File: src/rtl/frag_pkg.sv
package frag_pkg;
    localparam int ST_W = 3;

    typedef enum logic [ST_W-1:0] {
        ST_IDLE = 3'd0,
        ST_BOF  = 3'd1,
        ST_HDR  = 3'd2,
        ST_DATA = 3'd3,
        ST_TRL  = 3'd4,
        ST_EOF  = 3'd5
    } frag_st_e;
endpackage

File: src/rtl/frag_fsm.sv
module frag_fsm
    import frag_pkg::*;
#(
    parameter int DW   = 32,
    parameter int BCW  = 8,
    parameter int CNTW = 16,
    parameter logic [DW-1:0]      BOF_CODE = DW'(32'hB0F0_0000),
    parameter logic [DW-1:0]      EOF_CODE = DW'(32'hE0F0_0000),
    parameter logic [DW-BCW-1:0]  HDR_TAG  = (DW-BCW)'(24'h48_4452),
    parameter logic [DW-CNTW-1:0] TRL_TAG  = (DW-CNTW)'(16'h5452)
) (
    input  logic           clk,
    input  logic           rst_n,
    input  logic           usr_rst,
    input  logic           in_valid,
    input  logic [DW-1:0]  in_data,
    input  logic           in_last,
    output logic           in_ready,
    input  logic           empty_req,
    input  logic [BCW-1:0] bunch_cnt,
    input  logic           lnk_full,
    input  logic           lnk_down,
    output logic           lnk_we,
    output logic [DW-1:0]  lnk_data,
    output logic           lnk_ctrl,
    output frag_st_e       st_o
);
    frag_st_e        st, nxt;
    logic [BCW-1:0]  bc_q;
    logic [CNTW-1:0] cnt_q;
    logic            empty_q;
    logic            link_ok;
    logic            fire;

    assign link_ok = !lnk_full && !lnk_down && !usr_rst;
    assign fire    = (st != ST_IDLE) && link_ok && ((st != ST_DATA) || in_valid);
    assign st_o    = st;

    // state register with the fragment bookkeeping it owns
    always_ff @(posedge clk or negedge rst_n) begin
        if (!rst_n) begin
            st      <= ST_IDLE;
            bc_q    <= '0;
            cnt_q   <= '0;
            empty_q <= 1'b0;
        end else if (usr_rst) begin
            st      <= ST_IDLE;
            cnt_q   <= '0;
            empty_q <= 1'b0;
        end else begin
            st <= nxt;
            if (st == ST_IDLE) begin
                bc_q    <= bunch_cnt;
                cnt_q   <= '0;
                empty_q <= empty_req;
            end else if (st == ST_DATA && fire) begin
                cnt_q <= cnt_q + CNTW'(1);
            end
        end
    end

    // transitions
    always_comb begin
        nxt = st;
        unique case (st)
            ST_IDLE: if (empty_req || in_valid) nxt = ST_BOF;
            ST_BOF:  if (fire) nxt = ST_HDR;
            ST_HDR:  if (fire) nxt = empty_q ? ST_TRL : ST_DATA;
            ST_DATA: if (fire && in_last) nxt = ST_TRL;
            ST_TRL:  if (fire) nxt = ST_EOF;
            ST_EOF:  if (fire) nxt = ST_IDLE;
            default: nxt = ST_IDLE;
        endcase
    end

    // outputs
    always_comb begin
        lnk_we   = fire;
        in_ready = (st == ST_DATA) && link_ok;
        lnk_ctrl = 1'b0;
        lnk_data = '0;
        unique case (st)
            ST_IDLE: lnk_data = '0;
            ST_BOF:  begin lnk_data = BOF_CODE; lnk_ctrl = 1'b1; end
            ST_HDR:  lnk_data = {HDR_TAG, bc_q};
            ST_DATA: lnk_data = in_data;
            ST_TRL:  lnk_data = {TRL_TAG, cnt_q};
            ST_EOF:  begin lnk_data = EOF_CODE; lnk_ctrl = 1'b1; end
            default: lnk_data = '0;
        endcase
    end
endmodule

File: src/rtl/frag_spy_fifo.sv
module frag_spy_fifo #(
    parameter int W     = 36,
    parameter int DEPTH = 16
) (
    input  logic         clk,
    input  logic         rst_n,
    input  logic         wr_en,
    input  logic [W-1:0] wr_data,
    input  logic         rd_en,
    output logic [W-1:0] rd_data,
    output logic         empty,
    output logic         ovf
);
    localparam int AW = (DEPTH > 1) ? $clog2(DEPTH) : 1;

    logic [W-1:0] mem [DEPTH];
    logic [AW:0]  wp, rp;
    logic         full;

    assign empty   = (wp == rp);
    assign full    = (wp[AW] != rp[AW]) && (wp[AW-1:0] == rp[AW-1:0]);
    assign rd_data = mem[rp[AW-1:0]];

    always_ff @(posedge clk) begin
        if (wr_en && !full) mem[wp[AW-1:0]] <= wr_data;
    end

    always_ff @(posedge clk or negedge rst_n) begin
        if (!rst_n) begin
            wp  <= '0;
            rp  <= '0;
            ovf <= 1'b0;
        end else begin
            if (wr_en && !full) wp <= wp + 1'b1;
            if (wr_en && full)  ovf <= 1'b1;
            if (rd_en && !empty) rp <= rp + 1'b1;
        end
    end
endmodule

File: src/rtl/frag_formatter.sv
module frag_formatter
    import frag_pkg::*;
#(
    parameter int DW        = 32,
    parameter int BCW       = 8,
    parameter int CNTW      = 16,
    parameter int SPY_DEPTH = 16,
    parameter logic [DW-1:0]      BOF_CODE = DW'(32'hB0F0_0000),
    parameter logic [DW-1:0]      EOF_CODE = DW'(32'hE0F0_0000),
    parameter logic [DW-BCW-1:0]  HDR_TAG  = (DW-BCW)'(24'h48_4452),
    parameter logic [DW-CNTW-1:0] TRL_TAG  = (DW-CNTW)'(16'h5452)
) (
    input  logic           clk,
    input  logic           rst_n,
    input  logic           usr_rst,
    input  logic           in_valid,
    input  logic [DW-1:0]  in_data,
    input  logic           in_last,
    output logic           in_ready,
    input  logic           empty_req,
    input  logic [BCW-1:0] bunch_cnt,
    input  logic           lnk_full,
    input  logic           lnk_down,
    output logic           lnk_we,
    output logic [DW-1:0]  lnk_data,
    output logic           lnk_ctrl,
    input  logic           spy_en,
    input  logic           spy_rd,
    output logic [DW-1:0]  spy_rdata,
    output logic           spy_rctrl,
    output logic [2:0]     spy_rstate,
    output logic           spy_empty,
    output logic           spy_ovf
);
    localparam int SPY_W = ST_W + 1 + DW;

    frag_st_e         st;
    logic [SPY_W-1:0] spy_wdata, spy_head;

    frag_fsm #(
        .DW(DW), .BCW(BCW), .CNTW(CNTW),
        .BOF_CODE(BOF_CODE), .EOF_CODE(EOF_CODE),
        .HDR_TAG(HDR_TAG), .TRL_TAG(TRL_TAG)
    ) u_fsm (
        .clk(clk), .rst_n(rst_n), .usr_rst(usr_rst),
        .in_valid(in_valid), .in_data(in_data), .in_last(in_last),
        .in_ready(in_ready), .empty_req(empty_req), .bunch_cnt(bunch_cnt),
        .lnk_full(lnk_full), .lnk_down(lnk_down),
        .lnk_we(lnk_we), .lnk_data(lnk_data), .lnk_ctrl(lnk_ctrl),
        .st_o(st)
    );

    assign spy_wdata = {st, lnk_ctrl, lnk_data};

    frag_spy_fifo #(.W(SPY_W), .DEPTH(SPY_DEPTH)) u_spy (
        .clk(clk), .rst_n(rst_n),
        .wr_en(lnk_we && spy_en), .wr_data(spy_wdata),
        .rd_en(spy_rd), .rd_data(spy_head),
        .empty(spy_empty), .ovf(spy_ovf)
    );

    assign spy_rstate = spy_head[SPY_W-1 -: ST_W];
    assign spy_rctrl  = spy_head[DW];
    assign spy_rdata  = spy_head[DW-1:0];
endmodule

File: config.mk
export PLATFORM = sky130hd
export DESIGN_NAME = frag_formatter
export DESIGN_NICKNAME = d
export VERILOG_FILES = /design/src/rtl/frag_pkg.sv /design/src/rtl/frag_fsm.sv /design/src/rtl/frag_spy_fifo.sv /design/src/rtl/frag_formatter.sv
export SDC_FILE = /design/constraint.sdc
export NUM_CORES = 1
export LEC_CHECK = 0
export BUFFER_PORTS_ARGS = -buffer_cell sky130_fd_sc_hd__buf_2
export CAP_MARGIN = 40
export CORE_ASPECT_RATIO = 0.75
export CORE_MARGIN = 5
export CORE_UTILIZATION = 54
export CTS_CLUSTER_SIZE = 14
export DETAILED_ROUTE_END_ITERATION = 6
export PLACE_DENSITY = 0.79
export SYNTH_ARGS = -nofsm -noshare
export SYNTH_HDL_FRONTEND = slang
export SYNTH_HIERARCHICAL = 1
export SYNTH_SLANG_ARGS = --single-unit
File: constraint.sdc
create_clock -name clk -period 15 [get_ports clk]
set_input_delay 1.5 -clock clk [delete_from_list [all_inputs] [get_ports clk]]
set_output_delay 1.5 -clock clk [all_outputs]
set_load 0.03 [all_outputs]
== Word level (Yosys, flattened, before mapping) ==
Memories as Yosys holds them, arrays and structs flattened.
Cells that the tools add are included.

* Flip-flop bits (word level): 39
* RAM bits: 576
* Bits of input ports: 50
* Output and inout bits: 73
* Word-level logic and storage cells: 71
* Memories: 1

* $add $sub $neg: 3
* Equal/unequal tests: 15
* Muxes and demuxes: 18
* Bitwise operators: 1
* Reduce and logical (&&, ||, !) cells: 26

{| class="wikitable"
|+ Memory list
! name !! depth !! width !! rd ports !! clocked after Yosys merged registers in !! write ports !! RTL line !! source
|-
| u_spy.mem || 16 || 36 || 1 || 0 || 1 || frag_spy_fifo.sv:16 || <nowiki>logic [W-1:0] mem [DEPTH];</nowiki>
|}

{| class="wikitable"
|+ Operators with widths
! cell !! number
|-
| $pmux 32 s5 || 1
|-
| $mux 16 || 3
|-
| $mux 3 || 8
|-
| $ne 3x3->1 const B || 6
|-
| $pmux 3 s6 || 1
|-
| $add 16x1->16 const B || 1
|-
| $logic_and 1x1->1 || 12
|-
| $add 5x1->5 const B || 2
|-
| $eq 3x2->1 const B || 2
|-
| $eq 3x3->1 const B || 2
|-
| $reduce_and 6->1 || 1
|-
| $reduce_bool 3->1 || 2
|-
| $eq 5x5->1 || 1
|-
| $logic_not 1->1 || 5
|-
| $mux 1 || 5
|-
| $eq 4x4->1 || 1
|-
| $eq 3x1->1 const B || 1
|-
| $logic_not 3->1 || 1
|-
| $ne 3x2->1 const B || 1
|-
| $logic_or 1x1->1 || 2
|-
| $reduce_and 2->1 || 1
|-
| $reduce_bool 2->1 || 1
|-
| $reduce_or 2->1 || 1
|-
| $ne 1x1->1 || 1
|-
| $not 1->1 || 1
|}

== Depth between registers and ports, before layout ==
Gate-level depths: netlist of the first run.

* Depth in word-level cells: 9
* Gate-level depth with buffers: 10
* Mapped depth without buffers: 8

== By module ==
Netlist of the first run, hierarchy kept.

{| class="wikitable"
|+ By module, submodules not included
! module !! instances !! cells each !! area an instance (µm²) !! sequential area each (µm²)
|-
| frag_spy_fifo || 1 || 962 || 22263.9 || 17571.9
|-
| frag_fsm || 1 || 214 || 1864.3 || 700.7
|-
| frag_formatter || 1 || 1 || 6.3 || 0.0
|}

== Worst setup path after synthesis of the first run ==
Ideal clock, no wire load.

* Kind: in2reg
* Start: input port usr_rst
* End: memory u_spy.mem[2][0] (enable)
* Library setup time: 0.519 ns
* Data arrival time: 6.473 ns
* Required time: 14.481 ns
* Path slack: 8.008 ns
* Stages: 7
* Path buffers: 1
* Cells stage by stage: buf_6 -> or3_2 -> nor2_1 -> o21a_1 -> and2_1 -> nand2_1 -> nor4_1

* Word-level cells in the longest chain between the ends: 8

{| class="wikitable"
|+ RTL lines
! item !! RTL line !! source
|-
| start, declared || frag_formatter.sv:15 || <nowiki>input logic usr_rst,</nowiki>
|-
| $logic_not 1->1 || frag_fsm.sv:35 || <nowiki>assign link_ok = !lnk_full && !lnk_down && !usr_rst;</nowiki>
|-
| $logic_and 1x1->1 || frag_fsm.sv:35 ||
|-
| $logic_and 1x1->1 (2 in series) || frag_fsm.sv:36 || <nowiki>assign fire = (st != ST_IDLE) && link_ok && ((st != ST_DATA) || in_valid);</nowiki>
|-
| named net lnk_we || frag_formatter.sv:24 || <nowiki>output logic lnk_we,</nowiki>
|-
| $logic_and 1x1->1 || frag_formatter.sv:57 || <nowiki>.wr_en(lnk_we && spy_en), .wr_data(spy_wdata),</nowiki>
|-
| $logic_and 1x1->1 || frag_spy_fifo.sv:25 || <nowiki>if (wr_en && !full) mem[wp[AW-1:0]] <= wr_data;</nowiki>
|-
| $mux 1 || frag_spy_fifo.sv:25 ||
|-
| $mux 1 (not written as such) || frag_spy_fifo.sv:25 ||
|-
| end, declared || frag_spy_fifo.sv:16 ||
|}

The timed path passes the listed nets, and every way through them passes these cells.

== Worst setup path in the final report of the first run ==
* Start: register u_spy.rp[0]
* End: output port spy_rdata[7]

* Word-level cells in the longest chain between the ends: 1

{| class="wikitable"
|+ RTL lines
! item !! RTL line !! source
|-
| start, declared || frag_spy_fifo.sv:17 || <nowiki>logic [AW:0] wp, rp;</nowiki>
|-
| start signal, assigned || frag_spy_fifo.sv:36 || <nowiki>if (rd_en && !empty) rp <= rp + 1'b1;</nowiki>
|-
| $mem_v2 16x36 || -- ||
|-
| end, declared || frag_formatter.sv:29 || <nowiki>output logic [DW-1:0] spy_rdata,</nowiki>
|}

No other way between the ends.

==> impl_metrics.json, run 1 <==
{
  "outcome": "complete, no violations",
  "critPathTopFamily": "flip-flops",
  "portBuffers": 122,
  "grt_max_degree": 47,
  "antenna_found_initial": 3,
  "synth_top_family_by_area": "multiplexers",
  "die_h_um": 193,
  "worstPathCellList": "buf_4, mux4_1, o22ai_1, nor2_1, buf_2",
  "start_kind": "register",
  "syn2layout_area_growth_pct": 13.8,
  "insertion_delay_ps": 600,
  "grt_usage": 0.232,
  "hp-class": "register to register",
  "gp_congestion": 0.828,
  "die_w_um": 254,
  "nFillCells": 2963,
  "synth_compound_area_frac": 0.0368,
  "ir_drop_v": 0.000121,
  "htree_levels": 2,
  "cts_tree": "built",
  "synth_mux_area_frac": 0.144,
  "yosys.area_share.simple": 0.0337,
  "ys_seq_area_frac": 0.757,
  "min_from": "u_spy/ovf$_DFFE_PN0P_",
  "tns_ps": 0,
  "yosys-top-cells-area": "edfxtp_1 (72%), mux4_2 (13%), dfrtp_1 (4.0%), o22ai_1 (1.9%), nor2_1 (0.95%)",
  "routed_wl_mm": 56.5,
  "synth_top_area_share": 0.717,
  "grt.overflow.total": 0,
  "min_period_over_period": 0.334,
  "rows": 67,
  "power_density_nw_per_um2": 168,
  "async_flop_share": 0.0634,
  "tightestPinTransition_ps": 864,
  "vias": 12800,
  "worst-path-buf-inv": 2,
  "syn_nets": 1233,
  "fmax_mhz": 200,
  "start_util": 0.543,
  "dp_cells": 1882,
  "leakagePower_nw": 8.79,
  "yosys.area_share.xor_xnor": 0.00581,
  "max_stage_delay_ps": 960,
  "drc": 0,
  "maxCapViolCount": 0,
  "cts_setup_buffers": 0,
  "ctsRootBufferMaster": "clkbuf_16",
  "synthAdderAreaFrac": 0.00311,
  "rsz0062_at_grt": "no",
  "ys_ff_latch": 615,
  "r2r_cells": 8,
  "dieArea_um2": 49100,
  "syn_area_um2": 24100,
  "cp.required_ps": 13500,
  "ctsResizeCount": 0,
  "synth_top_cell_by_area": "edfxtp_1",
  "grt_pass1_wl_mm": 84.1,
  "crit_arrival_ps": 3510,
  "r2r-start": "u_spy/rp[1]$_DFFE_PN0P_",
  "cts_buffer_depth": 3,
  "path_max_fanout": 42,
  "cp-end-kind": "primary output",
  "core_area_um2": 44400,
  "netlist_instances": 1177,
  "clkTransAtPathRegs_ps": 60,
  "slew_violations": 0,
  "layout-drive-gt1-share": 0.317,
  "drtIter0Drc": 1451,
  "finalHoldViolCount": 0,
  "maxSlewHeadroom": 0.422,
  "period_needed_ps": 5010,
  "crit_start": "u_spy/rp[0]$_DFFE_PN0P_",
  "clkSinkCount": 615,
  "cts_made_buffers": 56,
  "fin_worst_skew_ps": 23.6,
  "stdcell_count": 1985,
  "cp.depth": 5,
  "setup-violations-final": 0,
  "synth.distinct_cells": 58,
  "min_path_cells": 1,
  "nNetsFinal": 1410,
  "yosys_warnings": 6,
  "grt_pass1_vias": 13000,
  "post_drt_wl_per_cell_um": 28.4,
  "synth-main-ff-cell": "edfxtp_1",
  "crit_slowest_cell": "dfrtp_4",
  "criticalPathCategory": "register to primary output",
  "synth_edf_count": 576,
  "io_pins": 123,
  "antenna_left": 0,
  "synth_area_per_cell_um2": 20.5,
  "hpwl_mm": 33.7,
  "hold_buffers": 0,
  "vias_per_cell": 6.43,
  "first_pass_iters": 5
}
==> cell usage after synthesis, types with 12 or more instances <==
| master | number |
|---|---|
| edfxtp_1 | 576 |
| nand2_1 | 31 |
| nor2_1 | 61 |
| o22ai_1 | 72 |
| nor3_1 | 12 |
| a21oi_1 | 13 |
| dfrtp_1 | 39 |
| o21ai_0 | 20 |
| buf_6 | 12 |
| mux4_2 | 138 |
| buf_2 | 27 |
| clkbuf_1 | 15 |
| xnor2_1 | 12 |
==> routing by layer <==
metal	share of wire	up-vias	track usage
met2	0.47	795	0.357
li1	-	5243	-
met5	0.00037	-	0
met1	0.39	6624	0.343
met3	0.12	89	0.0618
met4	0.019	4	0.0483
==> cell families (layout without fill, tap and decap cells) <==
logic type	Yosys count	count (layout)
flip-flops	615	615
multiplexers	164	164
AND/OR/NAND/NOR	161	161
AO/OA/AOI/OAI	139	139
buffers and inverters	76	297
XOR/XNOR	16	16
adder cells (fa/ha/maj)	6	6
other	0	1
==> final timing paths <==
path	endpoint	slack, ps
worst min-delay path	u_spy/ovf$_DFFE_PN0P_	510
max in group asynchronous	u_fsm/bc_q[7]$_DFFE_PN0P_	13710
worst max register to register	u_spy/mem[15][33]$_DFFE_PP_	11160
min in group asynchronous	u_spy/wp[4]$_DFFE_PN0P_	780
worst min register to register	u_spy/ovf$_DFFE_PN0P_	510
worst max-delay path	spy_rdata[7]	9990
==> power breakdown <==
part,internal (mW),switching (mW)
Sequential,1.91,0.0864
Clock,0.705,0.610
Combinational,0.544,0.762
Total,3.16,1.46
==> cell type report <==
class / instances / area (um2) / share of cell area
sequential: 615 / 18300 / 0.666
multi-input combinational: 486 / 5500 / 0.200
clock buffer: 69 / 1450 / 0.0528
timing repair buffer: 184 / 1240 / 0.0451
tap: 586 / 733 / 0.0267
clock inverter: 33 / 214 / 0.00779
inverter: 11 / 41.3 / 0.00150
antenna: 1 / 2.50 / 0.0000911
==> registers in the layout (all words and copies together), names as in the netlist <==
signal,cells
u_fsm/bc_q,8
u_fsm/cnt_q,16
u_fsm/empty_q,1
u_fsm/st_o,3
u_spy/mem,576
u_spy/ovf,1
u_spy/rp,5
u_spy/wp,5
==> through the flow <==
stage	hold slack, ps	power, mW	area [um2]	utilization	setup slack (ps)
floorplan	480	2.97	24100	-	8010
global placement	489	3.27	25600	0.575	10290
detailed placement	495	3.34	25800	0.581	10140
CTS	509	4.65	27500	0.618	9890
global route	516	4.80	27500	0.618	9690
finish	505	4.62	27500	0.618	9990
==> worst reg2reg max path: stages, from the launching register on <==
cell and delay (ps):
dfrtp_4 600, buf_16 280, buf_4 340, buf_16 290, xnor2_1 180, nand4_1 430, o21bai_2 270, nor2_4 570
buf_4 510
==> cell usage in the layout (no fill, tap or decap), types with 17 or more instances in the layout <==
master and count:
edfxtp_1 576, mux4_2 138, buf_2 122, o22ai_1 72
nor2_1 57, clkbuf_16 56, buf_4 52, dfrtp_1 36
nand2_1 30, o21ai_0 17
Power figures use the tool's default switching activity.
==> run 2: changes to the inputs <==
- clock period: 15 -> 5.3 ns (I/O delays scaled with it)
==> run 2 against run 1 <==
  * Via count up 0.58%
  * Setup slack worse by 8700 ps
  * Clock skew up 1.7 ps
  * Clock-buffer cell count up 3
  * Final cell count down 0.10%
==> impl_metrics.json, run 2 (synthesis results as in run 1) <==
{
  "outcome": "complete, no violations",
  "antenna_left": 0,
  "dp_cells": 1881,
  "grt.overflow.total": 0,
  "slew_violations": 0,
  "nNetsFinal": 1410,
  "cts_tree": "built",
  "leakagePower_nw": 8.81,
  "ctsResizeCount": 0,
  "criticalPathCategory": "register to primary output",
  "drtIter0Drc": 1571,
  "first_pass_iters": 7,
  "hpwl_mm": 33.9,
  "regArea_um2": 18300,
  "core_area_um2": 44400,
  "maxCapViolCount": 0,
  "fmax_mhz": 250,
  "vias_per_cell": 6.47,
  "final_common_cell": "edfxtp_1",
  "layout-drive-gt1-share": 0.314,
  "die_h_um": 193,
  "cp.required_ps": 4770,
  "htree_levels": 2,
  "cts_made_buffers": 55,
  "fin_worst_skew_ps": 25.3,
  "grt_pass1_vias": 13100,
  "start_util": 0.543,
  "grt_max_degree": 60,
  "antenna_found_initial": 3,
  "routed_wl_mm": 58.4,
  "finalHoldViolCount": 0,
  "worstPathCellList": "and3b_1, a22o_1, buf_2",
  "dp_slack_ps": 1400,
  "grt_pass1_wl_mm": 85.8,
  "ir_drop_v": 0.000691,
  "tightestPinTransition_ps": 929,
  "cts_buffer_depth": 3,
  "hp-class": "input pin to register",
  "crit_slowest_cell": "dfrtp_2",
  "die_w_um": 254,
  "setup-violations-final": 0,
  "insertion_delay_ps": 610,
  "rows": 67,
  "start_kind": "register",
  "stdcell_count": 1983,
  "nFillCells": 3002,
  "largest_reg_flops": 576,
  "multiInputGateArea_um2": 5530,
  "path_max_fanout": 42,
  "period_needed_ps": 4000,
  "grt_usage": 0.238,
  "io_pins": 123,
  "crit_arrival_ps": 3470,
  "clkSinkCount": 615,
  "gp_congestion": 0.872,
  "post_drt_wl_per_cell_um": 29.4,
  "tns_ps": 0,
  "hold_buffers": 1,
  "ctsRootBufferMaster": "clkbuf_16",
  "clkTransAtPathRegs_ps": 60,
  "dieArea_um2": 49100,
  "power_density_nw_per_um2": 480,
  "rsz0062_at_grt": "no",
  "cp-end-kind": "primary output",
  "min_period_over_period": 0.754,
  "mostFrequentLayoutCells": "edfxtp_1 (576), mux4_2 (138), buf_2 (122)",
  "timing.final.ws_setup_ps": 1300,
  "max_stage_delay_ps": 950,
  "portBuffers": 122,
  "maxSlewHeadroom": 0.381,
  "cts_setup_buffers": 0,
  "syn2layout_area_growth_pct": 14.1,
  "vias": 12800,
  "drc": 0
}
==> run 2: cell types whose count changed in the layout (fill, tap and decap cells not counted), sizes merged <==
cell / change
dlygate4sd3: +1
clkinv: -6
bufinv: +4
clkbuf: +3
clkinvlp: -4
==> run 2: cell type report <==
| class | count | share of cell area |
|---|---|---|
| sequential | 615 | 0.664 |
| tap | 586 | 0.0266 |
| multi-input combinational | 486 | 0.201 |
| inverter | 11 | 0.00150 |
| clock inverter | 27 | 0.00945 |
| antenna | 1 | 0.0000909 |
| clock buffer | 72 | 0.0531 |
| timing repair buffer | 185 | 0.0441 |
==> run 2: worst max-delay path, delay by kind of cell, from the launching register on <==
family	cells	cell delay, ps
flops	1	950
compound gates	1	690
simple gates	1	890
buf+inv	1	320
==> run 2: through the flow <==
step                      total power, mW  hold slack (ps)  cell area, um2  utilization
final                                13.2              179           27500        0.620
after global routing                 13.7              163           27500        0.620
after CTS                            13.3              151           27500        0.619
after detailed placement             9.44              406           25800        0.580
after global placement               9.32              488           25600        0.577
after floorplan                      8.40              234           24200            -
==> run 2: path summary, 6_finish.rpt <==
kind                       slack (ps)                          end                      start  depth (start not counted)
hold reg to reg                   510    u_fsm/bc_q[4]$_DFFE_PN0P_  u_fsm/bc_q[4]$_DFFE_PN0P_                          1
hold / removal                    180    u_fsm/bc_q[3]$_DFFE_PN0P_               bunch_cnt[3]                          2
max in group asynchronous        4480    u_fsm/bc_q[0]$_DFFE_PN0P_                      rst_n                          3
min in group asynchronous         330      u_spy/rp[4]$_DFFE_PN0P_                      rst_n                          2
setup reg to reg                 1440  u_spy/mem[15][35]$_DFFE_PP_  u_fsm/st_o[0]$_DFFE_PN0P_                          8
setup / recovery                 1300                 lnk_data[10]  u_fsm/st_o[0]$_DFFE_PN0P_                          3
==> run 2: power breakdown <==
part	switching (mW)	internal [mW]	leakage, nW
clock	1.69	2.18	0.835
sequential	0.261	5.41	5.49
combinational	2.18	1.50	2.49
==> run 2: routing by layer <==
| layer | GRT usage | wire [um] | up-vias |
|---|---|---|---|
| met5 | 0 | 12 | - |
| met4 | 0.0495 | 1030 | 2 |
| met3 | 0.0641 | 7060 | 85 |
| met2 | 0.364 | 27400 | 783 |
| met1 | 0.356 | 22800 | 6720 |
| li1 | - | - | 5239 |
